===== src/rtl/ckd_pkg.sv =====
package ckd_pkg;
  typedef enum logic [1:0] {
    DIV_BY1 = 2'b00,
    DIV_BY3 = 2'b01,
    DIV_BY4 = 2'b10
  } div_sel_e;
endpackage


===== src/rtl/ckd_divider.sv =====
module ckd_divider #(
  parameter int DIV_MID  = 3,
  parameter int DIV_SLOW = 4
) (
  input  logic       clk_i,
  input  logic       por_n_i,
  input  logic [1:0] div_sel_i,
  output logic       tick_o
);
  import ckd_pkg::*;

  localparam int MAXD = (DIV_MID > DIV_SLOW) ? DIV_MID : DIV_SLOW;
  localparam int CW   = (MAXD > 1) ? $clog2(MAXD) : 1;

  logic [CW-1:0] cnt_q, cnt_d, lim;

  always_comb begin
    case (div_sel_i)
      DIV_BY1: lim = '0;
      DIV_BY3: lim = CW'(DIV_MID - 1);
      default: lim = CW'(DIV_SLOW - 1);
    endcase
    cnt_d  = (cnt_q >= lim) ? '0 : cnt_q + 1'b1;
    tick_o = (cnt_q == '0);
  end

  always_ff @(posedge clk_i or negedge por_n_i) begin
    if (!por_n_i) cnt_q <= '0;
    else          cnt_q <= cnt_d;
  end

  AST_DIV_NO_BACK2BACK: assert property (@(posedge clk_i) disable iff (!por_n_i)
    (tick_o && div_sel_i != DIV_BY1) |=> (!tick_o || !$stable(div_sel_i)));
  AST_DIV1_ALWAYS: assert property (@(posedge clk_i) disable iff (!por_n_i)
    (div_sel_i == DIV_BY1 && $stable(div_sel_i)) |-> tick_o);
endmodule


===== src/rtl/ckd_reset_filter.sv =====
module ckd_reset_filter #(
  parameter int SYNC_STAGES = 2,
  parameter int MIN_LOW     = 4
) (
  input  logic clk_i,
  input  logic por_n_i,
  input  logic rst_pin_n_i,
  input  logic tick_i,
  output logic rst_o
);
  localparam int CNT_W = (MIN_LOW > 1) ? $clog2(MIN_LOW) : 1;
  localparam logic [CNT_W-1:0] CNT_TOP = CNT_W'(MIN_LOW - 1);

  logic [SYNC_STAGES-1:0] sync_q, sync_d;
  logic [CNT_W-1:0]       low_cnt_q, low_cnt_d;
  logic                   rst_q, rst_d;
  logic                   sync_low;

  always_comb begin
    sync_d   = {sync_q[SYNC_STAGES-2:0], rst_pin_n_i};
    sync_low = ~sync_q[SYNC_STAGES-1];
    if (!sync_low)              low_cnt_d = '0;
    else if (low_cnt_q == CNT_TOP) low_cnt_d = low_cnt_q;
    else                        low_cnt_d = low_cnt_q + 1'b1;
    rst_d = rst_q;
    if (sync_low && low_cnt_q == CNT_TOP) rst_d = 1'b1;
    else if (!sync_low && tick_i)         rst_d = 1'b0;
  end

  always_ff @(posedge clk_i or negedge por_n_i) begin
    if (!por_n_i) begin
      sync_q    <= '1;
      low_cnt_q <= '0;
      rst_q     <= 1'b1;
    end else begin
      sync_q    <= sync_d;
      low_cnt_q <= low_cnt_d;
      rst_q     <= rst_d;
    end
  end

  assign rst_o = rst_q;

  AST_RST_AFTER_LOW_RUN: assert property (@(posedge clk_i) disable iff (!por_n_i)
    $rose(rst_q) |-> ($past(sync_low) && $past(low_cnt_q) == CNT_TOP));
  AST_RST_RELEASE_ON_TICK: assert property (@(posedge clk_i) disable iff (!por_n_i)
    $fell(rst_q) |-> $past(tick_i));
endmodule


===== src/rtl/ckd_standby.sv =====
module ckd_standby (
  input  logic clk_i,
  input  logic por_n_i,
  input  logic sys_rst_i,
  input  logic tick_i,
  input  logic halt_i,
  input  logic wake_n_i,
  output logic clk_en_o,
  output logic standby_o
);
  logic stby_q, stby_d;
  logic armed_q, armed_d;
  logic wake_q;
  logic accept;

  always_comb begin
    clk_en_o = tick_i & ~stby_q;
    accept   = halt_i & clk_en_o & ~sys_rst_i;
    stby_d   = stby_q;
    armed_d  = armed_q;
    if (sys_rst_i) begin
      stby_d  = 1'b0;
      armed_d = 1'b0;
    end else if (accept) begin
      stby_d  = 1'b1;
      armed_d = 1'b0;
    end else if (stby_q) begin
      armed_d = 1'b1;
      if (armed_q && !wake_q) begin
        stby_d  = 1'b0;
        armed_d = 1'b0;
      end
    end
  end

  always_ff @(posedge clk_i or negedge por_n_i) begin
    if (!por_n_i) begin
      stby_q  <= 1'b0;
      armed_q <= 1'b0;
      wake_q  <= 1'b1;
    end else begin
      stby_q  <= stby_d;
      armed_q <= armed_d;
      wake_q  <= wake_n_i;
    end
  end

  assign standby_o = stby_q;

  AST_HALT_ENTERS: assert property (@(posedge clk_i) disable iff (!por_n_i)
    (halt_i && clk_en_o && !sys_rst_i) |=> stby_q);
  AST_WAKE_BLOCKED: assert property (@(posedge clk_i) disable iff (!por_n_i)
    ($rose(stby_q) && !sys_rst_i) |=> stby_q);
  AST_EXIT_NEEDS_CAUSE: assert property (@(posedge clk_i) disable iff (!por_n_i)
    $fell(stby_q) |-> ($past(sys_rst_i) || !$past(wake_q)));
endmodule


===== src/rtl/clk_rst_stby.sv =====
module clk_rst_stby #(
  parameter int DIV_MID     = 3,
  parameter int DIV_SLOW    = 4,
  parameter int SYNC_STAGES = 2,
  parameter int MIN_LOW     = 4
) (
  input  logic       clk_i,
  input  logic       por_n_i,
  input  logic [1:0] div_sel_i,
  input  logic       rst_pin_n_i,
  input  logic       halt_i,
  input  logic       wake_n_i,
  output logic       clk_en_o,
  output logic       sys_rst_o,
  output logic       standby_o
);
  logic tick;

  ckd_divider #(.DIV_MID(DIV_MID), .DIV_SLOW(DIV_SLOW)) u_div (
    .clk_i     (clk_i),
    .por_n_i   (por_n_i),
    .div_sel_i (div_sel_i),
    .tick_o    (tick)
  );

  ckd_reset_filter #(.SYNC_STAGES(SYNC_STAGES), .MIN_LOW(MIN_LOW)) u_rst (
    .clk_i       (clk_i),
    .por_n_i     (por_n_i),
    .rst_pin_n_i (rst_pin_n_i),
    .tick_i      (tick),
    .rst_o       (sys_rst_o)
  );

  ckd_standby u_stby (
    .clk_i     (clk_i),
    .por_n_i   (por_n_i),
    .sys_rst_i (sys_rst_o),
    .tick_i    (tick),
    .halt_i    (halt_i),
    .wake_n_i  (wake_n_i),
    .clk_en_o  (clk_en_o),
    .standby_o (standby_o)
  );

  AST_RST_CLEARS_STBY: assert property (@(posedge clk_i) disable iff (!por_n_i)
    sys_rst_o |=> !standby_o);
endmodule


===== config.mk =====
export PLATFORM = sky130hd
export DESIGN_NAME = clk_rst_stby
export DESIGN_NICKNAME = d
export VERILOG_FILES = /design/src/rtl/ckd_pkg.sv /design/src/rtl/ckd_divider.sv /design/src/rtl/ckd_reset_filter.sv /design/src/rtl/ckd_standby.sv /design/src/rtl/clk_rst_stby.sv
export SDC_FILE = /design/constraint.sdc
export NUM_CORES = 1
export LEC_CHECK = 0
export BUFFER_PORTS_ARGS = -buffer_cell sky130_fd_sc_hd__buf_4
export CAP_MARGIN = 20
export CORE_AREA = 3 3 40 42
export CTS_BUF_LIST = sky130_fd_sc_hd__clkbuf_8
export DETAILED_ROUTE_END_ITERATION = 8
export DIE_AREA = 0 0 43 45
export HOLD_SLACK_MARGIN = 0.05
export PLACE_DENSITY = 0.58
export SETUP_SLACK_MARGIN = 0.02
export SLEW_MARGIN = 20
export SYNTH_ARGS = -nofsm -noshare
export SYNTH_HDL_FRONTEND = slang
export SYNTH_SLANG_ARGS = --single-unit
export TNS_END_PERCENT = 50

===== constraint.sdc =====
create_clock -name clk_i -period 2.05 [get_ports clk_i]
set_input_delay 0.41 -clock clk_i [delete_from_list [all_inputs] [get_ports clk_i]]
set_output_delay 0.41 -clock clk_i [all_outputs]
set_load 0.01 [all_outputs]

==> key figures, run 1 <==
Die
  – I/O pin total: 10
  – Row count: 13
  – Die Y: 45 um
  – Starting density of the core: 33.1%
  – Die footprint: 0.00194 sq mm
  – Placeable Area: 0.00128 sq mm
  – DIE WIDTH: 43 um

Yosys
  – Cell count after synthesis: 36
  – Distinct cell type count after synthesis: 16
  – Top cell type's share of synthesized area: 35.3%
  – FF+latch count, synth: 10
  – Area leader, netlist: dfrtp_1
  – Yosys warns: 0
  – Synth area leaders: dfrtp_1 (35%), dfstp_2 (25%), ha_1 (12%)
  – Async set-reset flop share out of synthesis: 100%
  – Synth Flop Type: dfrtp_1
  – Synth Area in Simple Gates: 11.2%
  – Mux share of post-synthesis cell area: 2.35%
  – Main combinational cell family by area after synthesis: adder cells
  – Syn Nets: 47
  – Most common cell in the netlist: dfrtp_1
  – Post-synthesis adder-cell area fraction: 11.8%
  – Compound-Gate Fraction of Synth Area: 8.24%
  – List of most frequent post-synthesis cells: dfrtp_1 (6), dfstp_2 (4), ha_1 (4), inv_1 (4), nor2_1 (4)
  – Post-Syn Area: 425 sq um
  – Mean post-synth cell area: 11.8 sq um
  – Post-synth EDFFs: 0
  – Xor/xnor share of the synthesized area: 2.06%
  – Post-synthesis sequential area ratio: 60.0%

Detailed routing
  – DRC: 0
  – Initial drt markers: 1
  – DR vias/cell: 4.37
  – Pre-antenna DRT Iters: 3
  – Post-route ant nets: 0
  – Routed WL per cell: 10.2 um
  – Final wirelength: 642 um
  – Vias: 275

Global routing
  – Pin count of the biggest net entering global routing: 11
  – Initial antenna violation count: 0
  – Vias in the first global route: 284
  – Gr usage total: 8.35%
  – First-pass GRT wire length: 1130 um
  – Total grt overflow: 0

Timing
  – Final hold viol count: 0
  – Fin Setup TNS: 0 ps
  – RSZ-0062 raised after global routing: no
  – Fmax: 644 MHz
  – Slew HR: 84.4%
  – Endpoints failing setup: 0
  – Fin Clk Skew: 1.78 ps
  – Crit path time final: 1550 ps
  – Worst-margin pin slew: 231 ps
  – Tcrit/Tclk final: 75.8%
  – Max-slew violation count: 0

Power and ir drop
  – Power Total: 0.000721 W
  – Power Density: 1290 mW/mm^2
  – Leakage power: 0.272 nW
  – Worst VDD drop: 527 uV

Clock network
  – CTS max path bufs: 2
  – Max H-tree Level: 1
  – Clock latency at the later pin of the worst-skew pair: 230 ps
  – CTS Root Cell: clkbuf_8
  – CTS tree: yes
  – # Post-CTS Setup Buffers: 0
  – Total CTS buffers: 3
  – CTS Hold Bufs: 1
  – Clock Pin Slew Worst Setup and Hold Paths: 40 ps
  – Post-CTS Resized: 0
  – Clk sinks: 10

Setup path
  – Arrival @ worst endpoint: 1140 ps
  – Crit path max-delay cell type: dfrtp_1
  – Required @ worst endpoint: 1640 ps
  – Crit Path Category: flop to output pin
  – Setup crit end kind: output pin
  – CP startpoint kind: flop
  – Worst path max stage delay: 350 ps
  – Max FO, Critical Path: 4
  – Crit-path cells: inv_1 > ha_1 > nor2b_1 > buf_4

Run
  – Max-cap violations: 0

Layout
  – Area growth, synth to finish: 31.5%
  – Ant. Diodes: 0
  – Final Core Density: 43.5%
  – Nets: 61
  – Share of post-route cells with drive strength above 1: 33.3%

Worst hold path
  – Hold Path Class: input port to flop

Placed design
  – IO buf count: 9
  – GPL Wtd Cong: 0.706
  – Dpl hpwl: 493 um

Run status
  – Run status: completed
-- routing by layer --
metal / GRT usage, % / wire length, um / vias to the layer above
met5: 0 / 0 / -
met4: 7.23 / 0 / 0
met3: 3.98 / 58 / 0
met2: 10.8 / 270 / 9
met1: 10.3 / 313 / 124
li1: - / - / 142
-- stage by stage --
| stage | setup slack (ps) | cell area [sq um] | instances | hold slack, ps |
|---|---|---|---|---|
| global placement | 744 | 508 | 59 | 245 |
| finish | 496 | 559 | 63 | 286 |
| floorplan | 817 | 425 | 36 | 114 |
| detailed placement | 734 | 508 | 59 | 247 |
| global route | 402 | 559 | 63 | 280 |
| CTS | 482 | 559 | 63 | 278 |
-- cells in the final DEF, fill, tap and decap left out, drive strengths merged --
cell type and instances:
dfstp 4, clkbuf 3, nor2 4, dlygate4sd3 1, mux2i 1, o21ai 1
a21oi 3, dfrtp 6, xor2 1, buf 9, ha 4, o22ai 1
and2 2, a211o 1, nand2b 1, inv 4, nand3b 1, nor2b 1
-- sequential cells by signal (all words and copies together), names as in the netlist --
register / count
u_rst.low_cnt_q: 2
u_div.cnt_q: 2
u_stby.armed_q: 1
u_stby.wake_q: 1
u_rst.rst_o: 1
u_rst.sync_q: 2
u_stby.standby_o: 1
-- where the power goes --
group,leakage [nW],internal [W],total [W],switching (W)
Combinational,0.131,0.000125,0.000232,0.000107
Clock,0.0216,0.000128,0.000193,0.0000658
Sequential,0.119,0.000262,0.000295,0.0000338
Total,0.272,0.000514,0.000721,0.000206
-- critical path, delay by kind of cell (launching register included) --
kind                       cells  cell delay, ps
DFF                            1             350
adders and majority gates      1             210
and+or+nand+nor                1             140
buffers and inverters          2             210
-- final cells by class --
cell class              instances  area [sq um]
clock buffers                   3          41.3
fillers                       123           726
inverters                       4          15.0
multi-input cells              21           151
flip-flops and latches         10           255
well taps                      15          18.8
repair buffers                 10          77.6
-- worst paths after layout --
check | to | depth (start not counted) | start | slack (ps)
setup reg to reg | u_div.cnt_q[1] | 5 | u_div.cnt_q[0] | 900
min in group asynchronous | u_rst.low_cnt_q[0] | 2 | por_n_i | 550
setup / recovery | clk_en_o | 4 | u_div.cnt_q[0] | 500
hold reg to reg | u_rst.sync_q[1] | 0 | u_rst.sync_q[0] | 350
hold / removal | u_rst.sync_q[0] | 1 | rst_pin_n_i | 290
max in group asynchronous | u_stby.wake_q | 2 | por_n_i | 1280
-- logic make-up (layout without fill, tap and decap cells) --
| kind of cell | count (synthesis) | in the layout |
|---|---|---|
| AO/OA/AOI/OAI | 6 | 6 |
| XOR/XNOR | 1 | 1 |
| adder cells (fa/ha/maj) | 4 | 4 |
| buffers and inverters | 5 | 17 |
| flip-flops | 10 | 10 |
| multiplexers | 1 | 1 |
| AND/OR/NAND/NOR | 9 | 9 |
No activity file was read; power rests on OpenSTA's default activity.
==> run 2: changes to the inputs <==
--- a/config.mk
+++ b/config.mk
@@ -12,7 +12,7 @@
 export DETAILED_ROUTE_END_ITERATION = 8
 export DIE_AREA = 0 0 43 45
 export HOLD_SLACK_MARGIN = 0.05
-export PLACE_DENSITY = 0.58
+export PLACE_DENSITY = 0.6
 export SETUP_SLACK_MARGIN = 0.02
 export SLEW_MARGIN = 20
 export SYNTH_ARGS = -nofsm -noshare
==> constraint.sdc (replaced) <==
create_clock -name clk_i -period 1.3 [get_ports clk_i]
set_input_delay 0.26 -clock clk_i [delete_from_list [all_inputs] [get_ports clk_i]]
set_output_delay 0.26 -clock clk_i [all_outputs]
set_load 0.01 [all_outputs]
==> run 2 against run 1 <==
- the flow now finishes with violations (setup timing)
- largest power group is now combinational logic
- critical path depth unchanged
- clock skew rose by 1.2 ps
- final area up 15%
- clock power is 99% higher
- cell count is 6.3% higher
- register-to-register slack lost 800 ps
==> key figures, run 2 (same netlist as run 1, synthesis figures left out) <==
Run status
  – Run status: finished, violations left
  – Violated checks: setup timing

Setup path
  – Reg2reg start: u_div.cnt_q[0]
  – Required @ worst endpoint: 1040 ps (-600 ps)
  – Max FO, Critical Path: 2 (-2)
  – Setup crit end kind: output pin
  – CP startpoint kind: flop
  – Internal reg-to-reg setup slack: 100 ps (-800 ps)
  – Critical Path Sink: clk_en_o
  – Crit Path Category: flop to output pin
  – Reg-to-Reg End: u_div.cnt_q[1]
  – Path depth of the worst reg2reg path: 6 (+1)
  – Critical Path Source: u_div.cnt_q[0]
  – Arrival @ worst endpoint: 1040 ps (-100 ps)

Clock network
  – CTS tree: yes
  – Max H-tree Level: 1 (unchanged)
  – CTS max path bufs: 2 (unchanged)
  – Clock Pin Slew Worst Setup and Hold Paths: 50 ps (about the same)
  – Total CTS buffers: 3 (unchanged)
  – CTS Root Cell: clkbuf_8
  – Clock latency at the later pin of the worst-skew pair: 230 ps (about the same)
  – Clk sinks: 10 (unchanged)

Worst hold path
  – Hold Path Class: input port to flop

Placed design
  – Post-Place Cells: 59 (unchanged)
  – GPL Wtd Cong: 0.656 (-7.0%)
  – Area after DPL: 508 sq um (unchanged)
  – IO buf count: 9 (unchanged)

Global routing
  – Pin count of the biggest net entering global routing: 11 (unchanged)
  – Gr usage total: 9.11% (+0.76 points)
  – Vias in the first global route: 302 (+6.3%)
  – Total grt overflow: 0 (unchanged)
  – First-pass GRT wire length: 1250 um (+10%)
  – Initial antenna violation count: 0 (unchanged)

Timing
  – Endpoints failing setup: 1 (+1)
  – Slew HR: 84.7% (+0.26 points)
  – Fmax: 767 MHz
  – Crit path time final: 1300 ps
  – Max-slew violation count: 0 (unchanged)
  – Tcrit/Tclk final: 100%
  – Worst-margin pin slew: 227 ps (-3.93 ps)
  – Fin Clk Skew: 2.95 ps (+1.18 ps)
  – Final hold viol count: 0 (unchanged)
  – Final worst slack: -3.34 ps (-500 ps)
  – RSZ-0062 raised after global routing: yes

Die
  – I/O pin total: 10 (unchanged)
  – Die Y: 45 um (unchanged)
  – Die footprint: 0.00194 sq mm (unchanged)
  – Starting density of the core: 33.1% (unchanged)
  – Placeable Area: 0.00128 sq mm (unchanged)
  – Row count: 13 (unchanged)
  – DIE WIDTH: 43 um (unchanged)

Layout
  – Commonest non-fill, non-tap cell in the layout: buf_4
  – Commonest cells after routing, fill and taps aside: buf_4 (11), dfrtp_1 (6), nor2_1 (4), clkbuf_8 (4), dfstp_2 (4)
  – Largest regs: u_div.cnt_q: 2 flops, u_rst.low_cnt_q: 2 flops, u_rst.sync_q: 2 flops
  – Design area: 643 sq um (+15%)
  – Share of post-route cells with drive strength above 1: 51.9% (+19 points)
  – # fillers: 131 (+6.5%)
  – Final non-filler cell total: 67 (+6.3%)
  – Area growth, synth to finish: 51.2%
  – Nets: 64 (+4.9%)
  – Ant. Diodes: 0 (unchanged)

Power and ir drop
  – Comb pwr share: 39.6% (+7.4 points)
  – Net Sw Frac: 29.1% (+0.50 points)
  – Clk network pwr share: 26.8% (about the same)
  – Worst VDD drop: 1050 uV (+98%)
  – Pint: 0.00102 W (+98%)
  – Power Density: 2230 mW/mm^2 (+73%)
  – Power Total: 0.00143 W (+99%)
  – Leakage power: 0.305 nW (+12%)
  – Switching power: 0.000417 W (+100%)
  – Share of power burned in registers: 33.5% (-7.5 points)

Detailed routing
  – Pre-antenna DRT Iters: 2 (-1)
  – Initial drt markers: 1 (unchanged)
  – DRC: 0 (unchanged)
  – DR vias/cell: 4.52 (+3.6%)
  – Final wirelength: 754 um (+17%)
  – Vias: 303 (+10%)
  – Routed WL per cell: 11.3 um (+10%)
  – Post-route ant nets: 0 (unchanged)

Run
  – Max-cap violations: 0 (unchanged)
[run 2: final cells by class]
type	count	area [sq um]	area share, %
inverter	4	15.0	2.33
clock buffer	4	55.1	8.56
sequential	10	255	39.7
tap	15	18.8	2.92
timing repair buffer	13	104	16.1
multi-input combinational	21	195	30.4
[run 2: power by group through the flow]
stage	Clock [W]	Combinational (W)	Sequential (W)
detailed placement	0	0.000374	0.000478
global route	0.000409	0.000634	0.000496
CTS	0.000397	0.000474	0.000476
floorplan	0	0.000228	0.000473
finish	0.000385	0.000568	0.000481
global placement	0	0.000362	0.000472
[run 2: worst min path at each step]
stage	from	end	slack, ps	cells past startpoint
final	rst_pin_n_i	u_rst.sync_q[0]	130	1
after global routing	rst_pin_n_i	u_rst.sync_q[0]	120	1
after CTS	rst_pin_n_i	u_rst.sync_q[0]	120	1
after detailed placement	por_n_i	u_rst.low_cnt_q[0]	100	1
after global placement	por_n_i	u_rst.low_cnt_q[0]	90	1
after floorplan	por_n_i	u_div.cnt_q[0]	-40	0
[run 2: per-stage QoR]
stage / util [%] / setup WS, ps / hold WS [ps] / setup TNS [ps]
floorplan: - / 214 / -35.6 / 0
global placement: 39.5 / 127 / 94.5 / 0
detailed placement: 39.5 / 99.9 / 95.9 / 0
CTS: 47.3 / -14.9 / 124 / -14.9
global route: 50.0 / -59.7 / 124 / -59.7
finish: 50.0 / -3.34 / 130 / -3.34
[run 2: what timing repair did]
item | CTS | global route
endpoints found under the setup margin | 1 | 3
pin swaps | 2 | 2
resized for setup | 4 | 5
hold buffers | 1 | 0
setup buffers | 3 | 0
endpoints found under the hold margin | 10 | 0
[run 2: per-layer routing]
layer / vias up / GRT usage, % / part of all wire (%)
met2: 11 / 12.9 / 48
li1: 148 / - / -
met3: 2 / 3.98 / 8.5
met4: 0 / 7.23 / 0.80
met1: 142 / 10.8 / 43
met5: - / 0 / 0
[run 2: worst max-delay path: stages (launching register included)]
cell     delay [ps]
dfrtp_1         370
inv_2            80
ha_4            140
nor2b_4         130
buf_6           100
==> run 3: changes to the inputs <==
--- a/config.mk
+++ b/config.mk
@@ -7,10 +7,10 @@
 export LEC_CHECK = 0
 export BUFFER_PORTS_ARGS = -buffer_cell sky130_fd_sc_hd__buf_4
 export CAP_MARGIN = 20
-export CORE_AREA = 3 3 40 42
+export CORE_AREA = 4 4 41 43
 export CTS_BUF_LIST = sky130_fd_sc_hd__clkbuf_8
 export DETAILED_ROUTE_END_ITERATION = 8
-export DIE_AREA = 0 0 43 45
+export DIE_AREA = 0 0 45 47
 export HOLD_SLACK_MARGIN = 0.05
 export PLACE_DENSITY = 0.6
 export SETUP_SLACK_MARGIN = 0.02
==> run 3 against run 2 <==
- the flow still finishes with violations (setup timing)
- flip-flop and latch count unchanged
- final area decreased by 7.2%
- largest power group is now registers
- critical path depth unchanged
- non-clock buffer count decreased by 2
==> key figures, run 3 (same netlist as run 1, synthesis figures left out) <==
Clock network
  – Clk sinks: 10 (unchanged)
  – CTS max path bufs: 2 (unchanged)
  – CTS Root Cell: clkbuf_8
  – Total CTS buffers: 3 (unchanged)
  – Clock Pin Slew Worst Setup and Hold Paths: 50 ps (about the same)
  – Clock latency at the later pin of the worst-skew pair: 240 ps (about the same)
  – CTS tree: yes
  – Max H-tree Level: 1 (unchanged)

Setup path
  – Reg-to-Reg End: u_stby.armed_q
  – Reg2reg start: u_div.cnt_q[1]
  – Path depth of the worst reg2reg path: 5 (-1)
  – Internal reg-to-reg setup slack: 120 ps (+20 ps)
  – Setup crit end kind: output pin
  – Arrival @ worst endpoint: 1080 ps (+40 ps)
  – Max FO, Critical Path: 2 (unchanged)
  – Required @ worst endpoint: 1040 ps (about the same)
  – Crit Path Category: flop to output pin
  – CP startpoint kind: flop

Detailed routing
  – Post-route ant nets: 0 (unchanged)
  – Final wirelength: 742 um (-1.6%)
  – Routed WL per cell: 11.4 um (+1.4%)
  – DRC: 0 (unchanged)
  – Vias: 287 (-5.3%)
  – Pre-antenna DRT Iters: 4 (+2)
  – Initial drt markers: 4 (+3)
  – DR vias/cell: 4.42 (-2.4%)

Layout
  – Final non-filler cell total: 65 (-3.0%)
  – Commonest cells after routing, fill and taps aside: buf_4 (10), dfrtp_1 (6), nor2_1 (4), clkbuf_8 (4), dfstp_2 (4)
  – Largest regs: u_div.cnt_q: 2 flops, u_rst.low_cnt_q: 2 flops, u_rst.sync_q: 2 flops
  – Share of post-route cells with drive strength above 1: 44.0% (-7.9 points)
  – Area growth, synth to finish: 40.3%
  – Commonest non-fill, non-tap cell in the layout: buf_4
  – Ant. Diodes: 0 (unchanged)
  – Nets: 62 (-3.1%)
  – Final Core Density: 45.9% (-4.2 points)

Worst hold path
  – Hold Path Class: input port to flop
  – Hold Crit Depth: 1 (unchanged)
  – Hold Startpoint: wake_n_i
  – Hold Path End: u_stby.wake_q

Power and ir drop
  – Switching power: 0.000388 W (-7.2%)
  – Leakage power: 0.284 nW (-7.0%)
  – Power Total: 0.00131 W (-9.0%)
  – Worst VDD drop: 1270 uV (+21%)
  – Pint: 0.000918 W (-9.7%)
  – Clk network pwr share: 30.0% (+3.2 points)
  – Power Density: 2190 mW/mm^2 (-1.9%)
  – Share of power burned in registers: 36.5% (+3.0 points)
  – Comb pwr share: 33.5% (-6.1 points)
  – Net Sw Frac: 29.7% (+0.58 points)

Timing
  – Fin Clk Skew: 4.78 ps (+1.82 ps)
  – Fin Setup TNS: -37.0 ps (-33.7 ps)
  – Fmax: 748 MHz (-2.5%)
  – RSZ-0062 raised after global routing: yes
  – Crit path time final: 1340 ps (+33.7 ps)
  – Final worst slack: -37.0 ps (-33.7 ps)
  – Slew HR: 86.1% (+1.4 points)
  – Final hold viol count: 0 (unchanged)
  – Tcrit/Tclk final: 103% (+2.6 points)
  – Max-slew violation count: 0 (unchanged)
  – Worst-margin pin slew: 206 ps (-21.2 ps)
  – Endpoints failing setup: 1 (unchanged)

Global routing
  – First-pass GRT wire length: 1220 um (-2.2%)
  – Vias in the first global route: 309 (+2.3%)
  – Initial antenna violation count: 0 (unchanged)
  – Gr usage total: 9.05% (-0.067 points)
  – Pin count of the biggest net entering global routing: 11 (unchanged)
  – Total grt overflow: 0 (unchanged)

Placed design
  – GPL Wtd Cong: 0.637 (-3.0%)
  – IO buf count: 9 (unchanged)
  – Post-Place Cells: 59 (unchanged)

Die
  – Die footprint: 0.00212 sq mm (+9.3%)
  – Placeable Area: 0.00130 sq mm (+1.3%)
  – I/O pin total: 10 (unchanged)
  – DIE WIDTH: 45 um (+4.7%)
  – Starting density of the core: 32.7% (-0.41 points)
  – Row count: 13 (unchanged)
  – Die Y: 47 um (+4.4%)

Run status
  – Run status: finished, violations left
  – Violated checks: setup timing

Run
  – Max-cap violations: 0 (unchanged)
==> run 3: changes by cell type in the layout (fill, tap and decap cells not counted), sizes merged <==
cell,change
buf,-2
==> run 3: worst max-delay path: stages, from the launching register on <==
cell and delay (ps):
dfrtp_1 380, inv_2 60, ha_4 150, nor2b_1 120
buf_4 140
==> run 3: what timing repair did <==
item                                    4_1_cts  5_1_grt
gates resized for setup                       4        1
buffers inserted                              1        0
hold endpoints to repair                     10        0
pin swaps                                     1        1
hold buffers                                  1        0
endpoints found under the setup margin        1        2
cloned                                        0        0
==> run 3: routing by layer <==
layer	routed length, um	up-vias	share of wire [%]	GRT usage, %
met1	309	131	42	9.22
met5	0	-	0	0
met2	364	11	49	13.3
li1	-	145	-	-
met4	0	0	0	5.26
met3	68	0	9.2	6.90
==> run 3: area by class of cell <==
cell class	instances	area [sq um]
timing repair buffer	11	85.1
fill	133	704
multi-input combinational	21	168
clock buffer	4	55.1
inverter	4	15.0
tap	15	18.8
sequential	10	255
==> run 3: worst max-delay path by stage <==
stage	from	depth (start not counted)	slack, ps	to
4_1_cts	u_div.cnt_q[1]	4	-60	clk_en_o
5_1_grt	u_div.cnt_q[1]	4	-90	clk_en_o
3_5_place_dp	u_div.cnt_q[0]	5	110	u_div.cnt_q[1]
6_report	u_div.cnt_q[1]	4	-40	clk_en_o
2_1_floorplan	u_div.cnt_q[0]	5	210	u_div.cnt_q[0]
3_3_place_gp	u_div.cnt_q[0]	5	140	u_div.cnt_q[0]
==> run 3: power by group through the flow <==
stage	combinational (W)	sequential, W	clock, W
after global routing	0.000506	0.000486	0.000426
after global placement	0.000364	0.000472	0
after CTS	0.000430	0.000476	0.000406
after detailed placement	0.000373	0.000475	0
after floorplan	0.000228	0.000473	0
final	0.000438	0.000476	0.000391
==> run 3: metrics by stage <==
stage | cell area, sq um | worst slack [ps] | hold slack (ps)
6_report | 597 | -37.0 | 130
2_1_floorplan | 425 | 214 | -35.6
5_1_grt | 597 | -86.3 | 119
4_1_cts | 593 | -58.0 | 123
3_5_place_dp | 508 | 109 | 94.5
3_3_place_gp | 508 | 143 | 94.7
